`config.mk`:
```
export PLATFORM = sky130hd
export DESIGN_NAME = businv_link
export DESIGN_NICKNAME = d
export VERILOG_FILES = /design/src/rtl/businv_pkg.sv /design/src/rtl/businv_popcnt.sv /design/src/rtl/businv_enc.sv /design/src/rtl/businv_dec.sv /design/src/rtl/businv_link.sv
export SDC_FILE = /design/constraint.sdc
export NUM_CORES = 1
export LEC_CHECK = 0
export BUFFER_PORTS_ARGS = -buffer_cell sky130_fd_sc_hd__buf_2
export CAP_MARGIN = 20
export CORE_MARGIN = 2
export CORE_UTILIZATION = 30
export CTS_BUF_LIST = sky130_fd_sc_hd__clkbuf_4
export CTS_CLUSTER_DIAMETER = 80
export CTS_CLUSTER_SIZE = 8
export DETAILED_ROUTE_END_ITERATION = 10
export PLACE_DENSITY = 0.54
export SKIP_LAST_GASP = 1
export SYNTH_ARGS = -nofsm -noshare
export SYNTH_HDL_FRONTEND = slang
export SYNTH_SLANG_ARGS = --single-unit
```
`constraint.sdc`:
```
create_clock -name clk -period 10.3 [get_ports clk]
set_input_delay 1.03 -clock clk [delete_from_list [all_inputs] [get_ports clk]]
set_output_delay 1.03 -clock clk [all_outputs]
set_load 0.05 [all_outputs]
```
`src/rtl/businv_pkg.sv`:
```
package businv_pkg;
   // transition-counter structure choices
   localparam int POP_CHAIN = 0;  // single accumulation chain
   localparam int POP_SPLIT = 1;  // two half-width chains summed at the end

   function automatic int cnt_width(input int w);
      return $clog2(w + 1);
   endfunction
endpackage

```
`src/rtl/businv_popcnt.sv`:
```
module businv_popcnt
   import businv_pkg::*;
#(
   parameter int DATA_W = 16,
   parameter int STYLE  = POP_SPLIT,
   parameter int CNT_W  = cnt_width(DATA_W)
) (
   input  logic [DATA_W-1:0] vec,
   output logic [CNT_W-1:0]  cnt
);
   generate
      if (STYLE != POP_CHAIN && STYLE != POP_SPLIT) begin : g_bad_style
         $error("businv_popcnt: unknown STYLE %0d", STYLE);
      end
      if (STYLE == POP_CHAIN) begin : g_chain
         always_comb begin
            cnt = '0;
            for (int i = 0; i < DATA_W; i++) begin
               cnt = cnt + CNT_W'(vec[i]);
            end
         end
      end else begin : g_split
         localparam int LO_W = DATA_W / 2;
         localparam int HI_W = DATA_W - LO_W;
         logic [CNT_W-1:0] lo_sum, hi_sum;
         always_comb begin
            lo_sum = '0;
            for (int i = 0; i < LO_W; i++) begin
               lo_sum = lo_sum + CNT_W'(vec[i]);
            end
         end
         always_comb begin
            hi_sum = '0;
            for (int j = 0; j < HI_W; j++) begin
               hi_sum = hi_sum + CNT_W'(vec[LO_W + j]);
            end
         end
         assign cnt = lo_sum + hi_sum;
      end
   endgenerate
endmodule

```
`src/rtl/businv_enc.sv`:
```
module businv_enc
   import businv_pkg::*;
#(
   parameter int DATA_W    = 16,
   parameter int POP_STYLE = POP_SPLIT
) (
   input  logic              clk,
   input  logic              rst_n,
   input  logic              in_valid,
   input  logic [DATA_W-1:0] in_data,
   output logic [DATA_W-1:0] bus_q,
   output logic              inv_q
);
   localparam int CNT_W = cnt_width(DATA_W);
   localparam int HALF  = DATA_W / 2;
   localparam logic [CNT_W:0] W_EXT = (CNT_W+1)'(DATA_W);

   logic [DATA_W-1:0] diff;
   logic [CNT_W-1:0]  flips;
   logic [CNT_W:0]    flips_x2;
   logic              inv_next;

   assign diff     = bus_q ^ in_data;
   assign flips_x2 = {flips, 1'b0};

   businv_popcnt #(.DATA_W(DATA_W), .STYLE(POP_STYLE), .CNT_W(CNT_W)) u_pop (
      .vec (diff),
      .cnt (flips)
   );

   always_comb begin
      if (flips_x2 > W_EXT)       inv_next = 1'b1;
      else if (flips_x2 == W_EXT) inv_next = inv_q;
      else                        inv_next = 1'b0;
   end

   always_ff @(posedge clk or negedge rst_n) begin
      if (!rst_n) begin
         bus_q <= '0;
         inv_q <= 1'b0;
      end else if (in_valid) begin
         bus_q <= in_data ^ {DATA_W{inv_next}};
         inv_q <= inv_next;
      end
   end

   assert_idle_hold_R2: assert property (@(posedge clk) disable iff (!rst_n)
      !in_valid |=> ($stable(bus_q) && $stable(inv_q)));

   assert_toggle_bound_R4: assert property (@(posedge clk) disable iff (!rst_n)
      in_valid |=> ($countones(bus_q ^ $past(bus_q)) <= HALF));

   assert_invert_above_R5: assert property (@(posedge clk) disable iff (!rst_n)
      (in_valid && (2 * $countones(bus_q ^ in_data) > DATA_W))
      |=> (inv_q && bus_q == ~$past(in_data)));

   assert_tie_keeps_R6: assert property (@(posedge clk) disable iff (!rst_n)
      (in_valid && (2 * $countones(bus_q ^ in_data) == DATA_W))
      |=> $stable(inv_q));

   assert_true_below_R7: assert property (@(posedge clk) disable iff (!rst_n)
      (in_valid && (2 * $countones(bus_q ^ in_data) < DATA_W))
      |=> (!inv_q && bus_q == $past(in_data)));
endmodule

```
`src/rtl/businv_dec.sv`:
```
module businv_dec #(
   parameter int DATA_W = 16
) (
   input  logic [DATA_W-1:0] bus_data,
   input  logic              bus_inv,
   output logic [DATA_W-1:0] data
);
   assign data = bus_data ^ {DATA_W{bus_inv}};
endmodule

```
`src/rtl/businv_link.sv`:
```
module businv_link
   import businv_pkg::*;
#(
   parameter int DATA_W    = 16,
   parameter int POP_STYLE = POP_SPLIT
) (
   input  logic              clk,
   input  logic              rst_n,
   input  logic              in_valid,
   input  logic [DATA_W-1:0] in_data,
   output logic [DATA_W-1:0] bus_data,
   output logic              bus_inv,
   output logic [DATA_W-1:0] out_data
);
   generate
      if (DATA_W < 2) begin : g_bad_width
         $error("businv_link: DATA_W must be at least 2, got %0d", DATA_W);
      end
   endgenerate

   businv_enc #(.DATA_W(DATA_W), .POP_STYLE(POP_STYLE)) u_enc (
      .clk      (clk),
      .rst_n    (rst_n),
      .in_valid (in_valid),
      .in_data  (in_data),
      .bus_q    (bus_data),
      .inv_q    (bus_inv)
   );

   businv_dec #(.DATA_W(DATA_W)) u_dec (
      .bus_data (bus_data),
      .bus_inv  (bus_inv),
      .data     (out_data)
   );

   assert_reset_state_R1: assert property (@(posedge clk)
      !rst_n |=> (bus_data == '0 && !bus_inv));

   assert_recover_R3: assert property (@(posedge clk) disable iff (!rst_n)
      in_valid |=> (out_data == $past(in_data)));
endmodule

```
Word level (Yosys, flattened, before mapping)
Index checks and enable logic that the tools add are counted.
{ "classes": {"n_addsub": 15, "muxes": 2, "bitwise_logic": 3, "magnitude_cmp": 1, "eq_ne": 1} }
{ "op_table": {"columns": ["operator", "n"], "rows": [
  ["XOR 16 bit", 3],
  ["adder 5 x 1 -> 5 bit", 6],
  ["adder 4 x 1 -> 5 bit", 2],
  ["adder 3 x 1 -> 4 bit", 2],
  ["adder 2 x 1 -> 3 bit", 2],
  ["> comparator 6 x 5 -> 1 bit (second input constant)", 1],
  ["adder 5 bit", 1],
  ["== test 5 x 4 -> 1 bit (second input constant)", 1],
  ["adder 1 x 1 -> 2 bit", 2],
  ["2-to-1 mux 1 bit", 2]
]} }
{ "totals": {"register_bits": 17, "in_bits": 19, "output_inout_bits": 33, "elab_cells": 24} }

Longest topological paths before layout
Gate-level depths: netlist of run 1.
{ "depth": {"depth_word": 13, "mapped_depth": 15, "depth_no_buf": 14} }

Modules after synthesis
Synthesis of run 1 repeated with hierarchy kept, for this count alone.
{ "unflattened": {"hier_cells": 177, "hier_area_um2": 1605.3} }
{ "by_module_without_submodules": {"columns": ["mod", "cells_each", "seq_area_each_um2", "instances", "area_per_inst_um2"], "rows": [
  ["businv_enc", 112, 425.4, 1, 1026.0],
  ["businv_popcnt", 47, 0.0, 1, 407.9],
  ["businv_dec", 18, 0.0, 1, 171.4]
]} }

Worst setup path before layout of run 1
OpenSTA, ideal clock, no wires.
{ "synth_timing": {"path_type": "input -> register", "from": "in in_data[1]", "to": "reg u_enc.bus_q[10]", "path_buffers": 1, "arrival_ns": 5.202, "setup_slack_ns": 5.024, "cell_stages": 14, "setup_time_ns": 0.074, "t_required_ns": 10.226, "path_cell_list": "xnor2_1 fa_1 fa_1 fa_1 inv_1 fa_1 ha_1 fa_1 xor2_1 or4_4 a311oi_4 buf_6 a22oi_1 o21ai_2"} }
{ "synth_via": {"elab_chain_len": 13, "elab_cells_between_ends": 14, "cone_classes": "8 x add/sub; 1 x order compare; 1 x eq/ne; 2 x mux; 2 x bitwise"} }
{ "synth_lines": {"columns": ["element", "line", "text"], "rows": [
  ["start, declared", "businv_link.sv:10", "input logic [DATA_W-1:0] in_data,"],
  ["XOR 16 bit (*)", "businv_enc.sv:23", "assign diff = bus_q ^ in_data;"],
  ["adder 1 x 1 -> 2 bit (*)", "businv_popcnt.sv:29", "lo_sum = lo_sum + CNT_W'(vec[i]);"],
  ["adder 2 x 1 -> 3 bit (*)", "businv_popcnt.sv:29", null],
  ["adder 3 x 1 -> 4 bit (*)", "businv_popcnt.sv:29", null],
  ["adder 4 x 1 -> 5 bit (*)", "businv_popcnt.sv:29", null],
  ["adder 5 x 1 -> 5 bit (*) (3 in a row)", "businv_popcnt.sv:29", null],
  ["adder 5 bit (*)", "businv_popcnt.sv:38", "assign cnt = lo_sum + hi_sum;"],
  ["branches (longest 2 deep; another with > comparator 6 x 5 -> 1 bit)", null, null],
  ["2-to-1 mux 1 bit (*)", "businv_enc.sv:32", "if (flips_x2 > W_EXT) inv_next = 1'b1;"],
  ["XOR 16 bit (*)", "businv_enc.sv:42", "bus_q <= in_data ^ {DATA_W{inv_next}};"],
  ["end signal, assigned", "businv_enc.sv:42", null],
  ["end, declared", "businv_enc.sv:11", "output logic [DATA_W-1:0] bus_q,"]
]} }
Every way passes the cells marked *.
A chain may end at the register's enable or synchronous reset.

Worst setup path after layout of run 1
{ "layout_timing": {"from": "in in_data[3]", "to": "reg u_enc.bus_q[7]"} }
{ "layout_via": {"elab_chain_len": 11, "elab_cells_between_ends": 12, "cone_classes": "6 x add/sub; 1 x order compare; 1 x eq/ne; 2 x mux; 2 x bitwise"} }
{ "layout_lines": {"columns": ["element", "line"], "rows": [
  ["XOR 16 bit (*)", "businv_enc.sv:23"],
  ["adder 3 x 1 -> 4 bit (*)", "businv_popcnt.sv:29"],
  ["adder 4 x 1 -> 5 bit (*)", "businv_popcnt.sv:29"],
  ["adder 5 x 1 -> 5 bit (*) (3 in a row)", "businv_popcnt.sv:29"],
  ["adder 5 bit (*)", "businv_popcnt.sv:38"],
  ["branches (longest 2 deep; another with > comparator 6 x 5 -> 1 bit)", null],
  ["2-to-1 mux 1 bit (*)", "businv_enc.sv:32"],
  ["XOR 16 bit (*)", "businv_enc.sv:42"]
]} }
Marked as above.

==> metrics.csv, run 1 <==
metric;value;unit
Clock Path Buffers;2;
IO buf count;51;
HP Class;register to register;
Compound-Gate Fraction of Synth Area;21.1;%
mux cell area share after synthesis;0;%
Critical Path Slowest Stage Cell;a311oi_4;
Max Cap Viol;0;
total negative slack;0;ns
FF+latch count, synth;17;
syn nets;156;
Top cell by count, worst path;fa_1;
via count;1082;
multi-input logic area;887;sq um
share of layout cells above drive strength 1;39.5;%
Die X-Extent;71.9;um
Synth cell types;25;
vias in the first global route;1114;
die footprint;5160;sq um
mapped cell area;1380;sq um
vias per inst;4.83;
sequential share of the synthesized area;30.8;%
main combinational cell family by area after synthesis;compound AO/OA/AOI/OAI gates;
Worst Skew;0.00786;ns
crit end category;register;
Ys Warns;0;
# rows;24;
Post-CTS Setup Bufs;0;
Post-synth ARST share;100;%
RePlAce Congestion;0.734;
status;finished, final reports clean;
Slew @ Worst Pin;0.951;ns
fin nets;207;
Post-CTS Hold Buffers;0;
synth cell count leaders;xor2_1 (20), dfrtp_1 (17), a22oi_1 (15);
gr usage total;13.4;%
final cycle utilization of the critical path;54.3;%
Post-CTS Resized;0;
H-tree Lvls;1;
Final Slew Violations;0;
Initial Util;31.5;%
Post-Synth Adder-Cell Area;19.0;%
post-synthesis simple-gate area fraction;3.17;%
flip-flop and latch area;425;sq um
post-route minimum period;5.59;ns
global-route wire length before repair;5350;um
RSZ-0062 raised after global routing;false;
Sinks on Clock Net;17;
worst-path cell chain;buf_2 > xnor2_1 > fa_1 > fa_1 > fa_1 > inv_1 > fa_1 > ha_1 > fa_1 > xor2_1 > or4_4 > a311oi_4 > a22oi_1 > o21ai_2;
drt first pass iters;4;
WHS;0.618;ns
CTS Root Cell;clkbuf_4;
DP HPWL;2440;um
fillers;456;
WL per Instance;14.3;um
Yosys top cell area share;30.8;%
ranking of synthesized cells by area;dfrtp_1 (31%), fa_1 (14%), xor2_1 (13%);
number of synthesized flops with an enable pin;0;
Mapped Avg Cell Area;11.3;sq um
final wirelength;3210;um
clock slew at reported path FFs;0.11;ns
Core Util, Final;38.6;%
Final Hold Viols;0;
area grow syn2layout;22.4;%
critical path class;input pin to register;
cell type with the largest total area after synthesis;dfrtp_1;
diode count;0;
number of routed nets with antenna violations;0;
I/O pins;52;
Post-synth top flop;dfrtp_1;
worst-skew pair later-pin latency;0.30;ns
Buf/Inv on CP;2;
initial drt markers;65;
count leader, synth;xor2_1;
Synth Area in XOR/XNOR;20.9;%
gr ovfl total;0;
# DRC;0;
final setup fails;0;
Crit Path Max Fanout;17;
kind of start point of the critical path;input pin;
Num CTS Buffers;3;
core area;4380;sq um
Die H;71.9;um
TritonCTS clock tree;done;
initial antenna violation count;0;
CP top delay family;adder cells;
Critical Path RT;10.53;ns
FMAX;179;MHz
WP data arrival;5.82;ns
Synth Instances;122;
Relative slew margins;36.6;%
pin count of the biggest net entering global routing;20;
slowest stage delay, CP;0.83;ns
-- final timing paths --
check                                           start                         end  slack [ns]  cells after the start
max in group asynchronous                       rst_n  u_enc.bus_q[2]$_DFFE_PN0P_        9.35                      1
hold / removal             u_enc.bus_q[2]$_DFFE_PN0P_  u_enc.bus_q[2]$_DFFE_PN0P_        0.62                      2
setup reg to reg           u_enc.bus_q[3]$_DFFE_PN0P_  u_enc.bus_q[7]$_DFFE_PN0P_        5.11                     13
hold reg to reg            u_enc.bus_q[2]$_DFFE_PN0P_  u_enc.bus_q[2]$_DFFE_PN0P_        0.62                      2
setup / recovery                           in_data[3]  u_enc.bus_q[7]$_DFFE_PN0P_        4.71                     14
min in group asynchronous                       rst_n  u_enc.bus_q[6]$_DFFE_PN0P_        0.65                      1
-- layer usage --
layer  share of wire, %  GRT usage (%)
met5                  0              0
met2                 53           24.4
met1                 40           15.8
met4                2.2           6.50
met3                4.2           1.27
-- state kept, by name (all words and copies together) (netlist names) --
signal	cells
u_enc.bus_q	16
u_enc.inv_q	1
-- cell families after synthesis --
kind of cell	after synthesis
flip-flops	17
buffers and inverters	13
adder cells (fa/ha/maj)	15
XOR/XNOR	33
AND/OR/NAND/NOR	7
AO/OA/AOI/OAI	37
-- worst min-delay path, cell delays in order, from the launching register on --
cell and delay (ns):
dfrtp_1 0.42, a22oi_1 0.10, o21ai_0 0.06
-- final cells by class --
class                      count  share of cell area (%)
inverter                       8                    1.78
sequential                    17                    25.2
tap                           52                    3.85
multi-input combinational     92                    52.5
timing repair buffer          51                    15.1
clock inverter                 1                   0.296
clock buffer                   3                    1.33
-- per-stage QoR --
step,std cells,cell area (sq um),setup WS [ns]
2_1_floorplan,122,1380,5.02
3_3_place_gp,220,1660,4.51
3_5_place_dp,220,1660,4.36
4_1_cts,224,1690,4.68
5_1_grt,224,1690,4.46
6_report,224,1690,4.71
-- cell usage in the layout (no fill, tap or decap) --
| cell type | instances |
|---|---|
| buf_2 | 51 |
| clkinv_1 | 1 |
| inv_1 | 7 |
| ha_1 | 5 |
| nand2b_1 | 1 |
| or3b_2 | 1 |
| a21oi_1 | 1 |
| a311oi_4 | 1 |
| nor2_1 | 3 |
| o21bai_1 | 1 |
| a211oi_1 | 1 |
| a31oi_1 | 1 |
| clkinv_2 | 1 |
| xnor2_1 | 13 |
| a22oi_1 | 15 |
| or4_4 | 1 |
| a22oi_2 | 1 |
| o21ai_2 | 9 |
| fa_1 | 10 |
| xor2_1 | 20 |
| nor2b_1 | 1 |
| dfrtp_1 | 17 |
| o21ai_0 | 7 |
| clkbuf_4 | 3 |
Power of run 1 is not shown: default switching activity piles up to over one toggle a cycle in this logic, so the estimate is an artifact.
==> inputs of run 2 (changes only) <==
- PLACE_DENSITY: 0.54 -> 0.56
- clock period: 10.3 -> 5 ns (I/O delays scaled with it)
==> run 2 against run 1 <==
Register-to-register slack lost 4.9 ns. Core utilization is 1.4 points higher. Critical path depth did not move. Worst setup slack worse by 4.5 ns. Non-clock buffer count increased by 6. Wire length down 2.8%. Global-route usage fell by 0.32 points. Sequential share of layout area is 0.90 points lower. Clock skew barely moved. Final cell count increased by 2.7%. Worst hold slack lost 0.49 ns.
==> metrics.csv, run 2 (synthesis results as in run 1) <==
metric;value;unit
fillers;450;
Top cell by count, worst path;fa_1;
drt first pass iters;4;
via count;1084;
CP top delay family;adder cells;
worst-skew pair later-pin latency;0.29;ns
post-route minimum period;4.75;ns
initial drt markers;26;
fin nets;213;
commonest cells after routing, fill and taps aside;buf_2 (51), xor2_1 (20), dfrtp_1 (17), a22oi_1 (15), xnor2_1 (11);
clock slew at reported path FFs;0.10;ns
Num CTS Buffers;3;
WL per Instance;13.6;um
commonest non-fill, non-tap cell in the layout;buf_2;
H-tree Lvls;1;
critical path class;register to register;
Clock Path Buffers;2;
Critical Path RT;5.21;ns
Post-Place Cells;226;
Max Cap Viol;0;
global-route wire length before repair;5260;um
core area;4380;sq um
gr usage total;13.1;%
IO buf count;51;
status;finished, final reports clean;
Initial Util;31.5;%
# rows;24;
TritonCTS clock tree;done;
top flop regs;u_enc.bus_q x16, u_enc.inv_q x1;
final setup fails;0;
Final Slew Violations;0;
multi-input logic area;902;sq um
diode count;0;
Die X-Extent;71.9;um
number of routed nets with antenna violations;0;
Final Hold Viols;0;
vias in the first global route;1122;
area grow syn2layout;26.9;%
final cycle utilization of the critical path;94.9;%
most flop-heavy register;u_enc.bus_q;
crit end category;register;
Relative slew margins;38.6;%
HP Class;input pin to asynchronous set/reset pin;
Sinks on Clock Net;17;
Slew @ Worst Pin;0.921;ns
I/O pins;52;
Layout Cells excl Fill;230;
Crit Path Max Fanout;7;
initial antenna violation count;0;
max FFs per register;16;
Post-CTS Hold Buffers;0;
share of layout cells above drive strength 1;42.7;%
# DRC;0;
Worst Skew;0.00745;ns
slowest stage delay, CP;0.54;ns
kind of start point of the critical path;register;
FMAX;211;MHz
WP data arrival;4.95;ns
flip-flop and latch area;425;sq um
gr ovfl total;0;
vias per inst;4.71;
Buf/Inv on CP;2;
die footprint;5160;sq um
CTS Root Cell;clkbuf_4;
worst-path cell chain;xnor2_2 > fa_1 > fa_1 > fa_1 > inv_1 > fa_1 > ha_1 > fa_1 > xor2_1 > or4_4 > a311oi_4 > buf_4 > a22oi_1 > o21ai_0;
pin count of the biggest net entering global routing;20;
Critical Path Slowest Stage Cell;fa_1;
DP HPWL;2540;um
Post-CTS Resized;0;
final wirelength;3120;um
Post-CTS Setup Bufs;0;
RePlAce Congestion;0.789;
Die H;71.9;um
## run 2: cell count changes in the layout (fill, tap and decap cells not counted)
cell,delta
buf_4,+6
clkbuf_4,+1
clkinv_2,-1
xnor2_1,-2
xnor2_2,+2
## run 2: per-stage QoR
stage / TNS (ns) / instance area [sq um] / hold WS [ns] / util, % / setup slack [ns]
after floorplan: 0 / 1380 / 0.204 / - / 0.0605
after global routing: -0.00230 / 1750 / 0.124 / 40.0 / -0.00180
after detailed placement: -0.0386 / 1710 / 0.457 / 39.0 / -0.0171
after CTS: 0 / 1740 / 0.131 / 39.6 / 0.158
after global placement: 0 / 1710 / 0.451 / 39.0 / 0.116
final: 0 / 1750 / 0.126 / 40.0 / 0.253
## run 2: worst paths after layout
| kind | startpoint | end | slack (ns) | cells after the start |
|---|---|---|---|---|
| min in group clk | in_data[6] | u_enc.bus_q[6]$_DFFE_PN0P_ | 0.41 | 2 |
| min reg2reg | u_enc.bus_q[5]$_DFFE_PN0P_ | u_enc.bus_q[5]$_DFFE_PN0P_ | 0.61 | 2 |
| min | rst_n | u_enc.bus_q[8]$_DFFE_PN0P_ | 0.13 | 1 |
| max in group asynchronous | rst_n | u_enc.bus_q[14]$_DFFE_PN0P_ | 4.58 | 1 |
| max | u_enc.bus_q[0]$_DFFE_PN0P_ | u_enc.bus_q[0]$_DFFE_PN0P_ | 0.25 | 14 |
| max reg2reg | u_enc.bus_q[0]$_DFFE_PN0P_ | u_enc.bus_q[0]$_DFFE_PN0P_ | 0.25 | 14 |
## run 2: worst register-to-register path, delay by kind of cell, from the launching register on
| kind | cells | cell delay (ns) |
|---|---|---|
| compound gates | 3 | 0.47 |
| xor+xnor | 2 | 0.33 |
| fa+ha+maj | 6 | 2.69 |
| buf+inv | 2 | 0.27 |
| flops | 1 | 0.45 |
| simple gates | 1 | 0.44 |
## run 2: cell type report
cell class	instances	area share [%]
multi-input combinational	92	51.5
sequential	17	24.3
timing repair buffer	57	17.1
tap	52	3.71
clock buffer	4	1.71
inverter	8	1.71
## run 2: layer usage
metal	track usage, %	wire length, um
met5	0	0
met4	1.89	12
met3	4.22	206
met2	23.5	1630
met1	15.8	1270
Power of run 2 is left out for the same reason.
==> inputs of run 3 (changes only) <==
- RECOVER_POWER: default -> 100
==> run 3 against run 2 <==
Wire length increased by 0.51%. Clock skew down 0.0012 ns. Sequential cell count did not move. Non-clock buffer count is the same. Register-to-register slack lost 0.03 ns. Worst hold slack improved by 0.22 ns. First-iteration DRC count fell by 3.8%. Critical path type unchanged.
==> metrics.csv, run 3 (synthesis results as in run 1) <==
metric;value;unit
status;finished, final reports clean;
via count;1085;
drt first pass iters;4;
max FFs per register;16;
Crit Path Max Fanout;4;
RR Startpoint;u_enc.bus_q[0]$_DFFE_PN0P_;
critical path class;register to register;
kind of start point of the critical path;register;
Clock Path Buffers;2;
Post-Place Cells;226;
die footprint;5160;sq um
clock slew at reported path FFs;0.10;ns
H-tree Lvls;1;
Layout Cells excl Fill;230;
# DRC;0;
Critical Path RT;5.22;ns
gr ovfl total;0;
initial drt markers;25;
fillers;463;
HP Class;input pin to asynchronous set/reset pin;
fin nets;213;
# rows;24;
FF-to-FF path depth;14;
core area;4380;sq um
DP HPWL;2540;um
pin count of the biggest net entering global routing;20;
I/O pins;52;
Register-to-Register Setup Slack;0.22;ns
Max Cap Viol;0;
Slew @ Worst Pin;0.992;ns
FMAX;209;MHz
crit end category;register;
share of layout cells above drive strength 1;23.0;%
Worst Skew;0.00630;ns
most flop-heavy register;u_enc.bus_q;
commonest non-fill, non-tap cell in the layout;clkbuf_1;
final wirelength;3140;um
post-route minimum period;4.78;ns
Relative slew margins;33.9;%
WL per Instance;13.6;um
diode count;0;
gr usage total;13.1;%
Final Hold Viols;0;
TritonCTS clock tree;done;
vias in the first global route;1122;
Initial Util;31.5;%
initial antenna violation count;0;
WP data arrival;5.00;ns
vias per inst;4.72;
top flop regs;u_enc.bus_q x16, u_enc.inv_q x1;
final setup fails;0;
CTS Root Cell;clkbuf_4;
global-route wire length before repair;5260;um
area grow syn2layout;23.6;%
Die X-Extent;71.9;um
Post-CTS Setup Bufs;0;
Final Slew Violations;0;
worst-skew pair later-pin latency;0.29;ns
final cycle utilization of the critical path;95.6;%
Num CTS Buffers;3;
RePlAce Congestion;0.789;
commonest cells after routing, fill and taps aside;clkbuf_1 (35), xor2_1 (20), buf_2 (17), dfrtp_1 (17), a22oi_1 (15);
Die H;71.9;um
Sinks on Clock Net;17;
R2R Path End;u_enc.bus_q[2]$_DFFE_PN0P_;
IO buf count;51;
number of routed nets with antenna violations;0;
[run 3: cell types whose count changed in the layout (fill, tap and decap cells not counted)]
cell      before  now
buf_2         51   17
clkbuf_1       0   35
buf_4          6    5
[run 3: timing repair]
item,in CTS,in global routing
endpoints found under the setup margin,0,11
hold buffers,0,0
gates resized for setup,0,2
endpoints found under the hold margin,0,0
[run 3: worst max path at each step]
stage / startpoint / end / slack, ns / cells after the start
after floorplan: u_enc.bus_q[0]$_DFFE_PN0P_ / u_enc.bus_q[10]$_DFFE_PN0P_ / 0.06 / 14
after global placement: in_data[1] / u_enc.bus_q[0]$_DFFE_PN0P_ / 0.12 / 15
after detailed placement: in_data[1] / u_enc.bus_q[15]$_DFFE_PN0P_ / -0.02 / 15
after CTS: u_enc.bus_q[1]$_DFFE_PN0P_ / u_enc.bus_q[15]$_DFFE_PN0P_ / 0.16 / 14
after global routing: u_enc.bus_q[0]$_DFFE_PN0P_ / u_enc.bus_q[15]$_DFFE_PN0P_ / -0.001 / 14
final: u_enc.bus_q[0]$_DFFE_PN0P_ / u_enc.bus_q[2]$_DFFE_PN0P_ / 0.22 / 14
[run 3: final cells by class]
| cell class | count | area [sq um] | share of cell area (%) |
|---|---|---|---|
| well taps | 52 | 65.1 | 3.81 |
| repair buffers | 57 | 254 | 14.9 |
| flip-flops and latches | 17 | 425 | 24.9 |
| multi-input cells | 92 | 902 | 52.9 |
| clock buffers | 4 | 30.0 | 1.76 |
| inverters | 8 | 30.0 | 1.76 |
[run 3: metal layers]
metal	part of all wire, %	global-route usage [%]	vias up
li1	-	-	535
met1	41	15.8	513
met2	52	23.5	35
met3	6.7	4.22	2
met4	0.38	1.89	0
met5	0	0	-
[run 3: worst max-delay path, stage by stage (launching register included)]
cell and delay (ns):
dfrtp_1 0.45, xnor2_2 0.17, fa_1 0.51, fa_1 0.52, fa_1 0.54, inv_1 0.05
fa_1 0.47, ha_1 0.24, fa_1 0.41, xor2_1 0.16, or4_4 0.44, a311oi_4 0.32
clkbuf_1 0.24, a22oi_1 0.09, o21ai_0 0.09
[run 3: through the flow]
step | TNS (ns) | setup slack [ns] | cell area, sq um | hold slack, ns | utilization (%)
after detailed placement | -0.0386 | -0.0171 | 1710 | 0.457 | 39.0
after global routing | -0.00127 | -0.00127 | 1710 | 0.382 | 38.9
after CTS | 0 | 0.158 | 1740 | 0.131 | 39.6
after floorplan | 0 | 0.0605 | 1380 | 0.204 | -
after global placement | 0 | 0.116 | 1710 | 0.451 | 39.0
final | 0 | 0.219 | 1710 | 0.343 | 38.9
Power of run 3 is left out for the same reason.
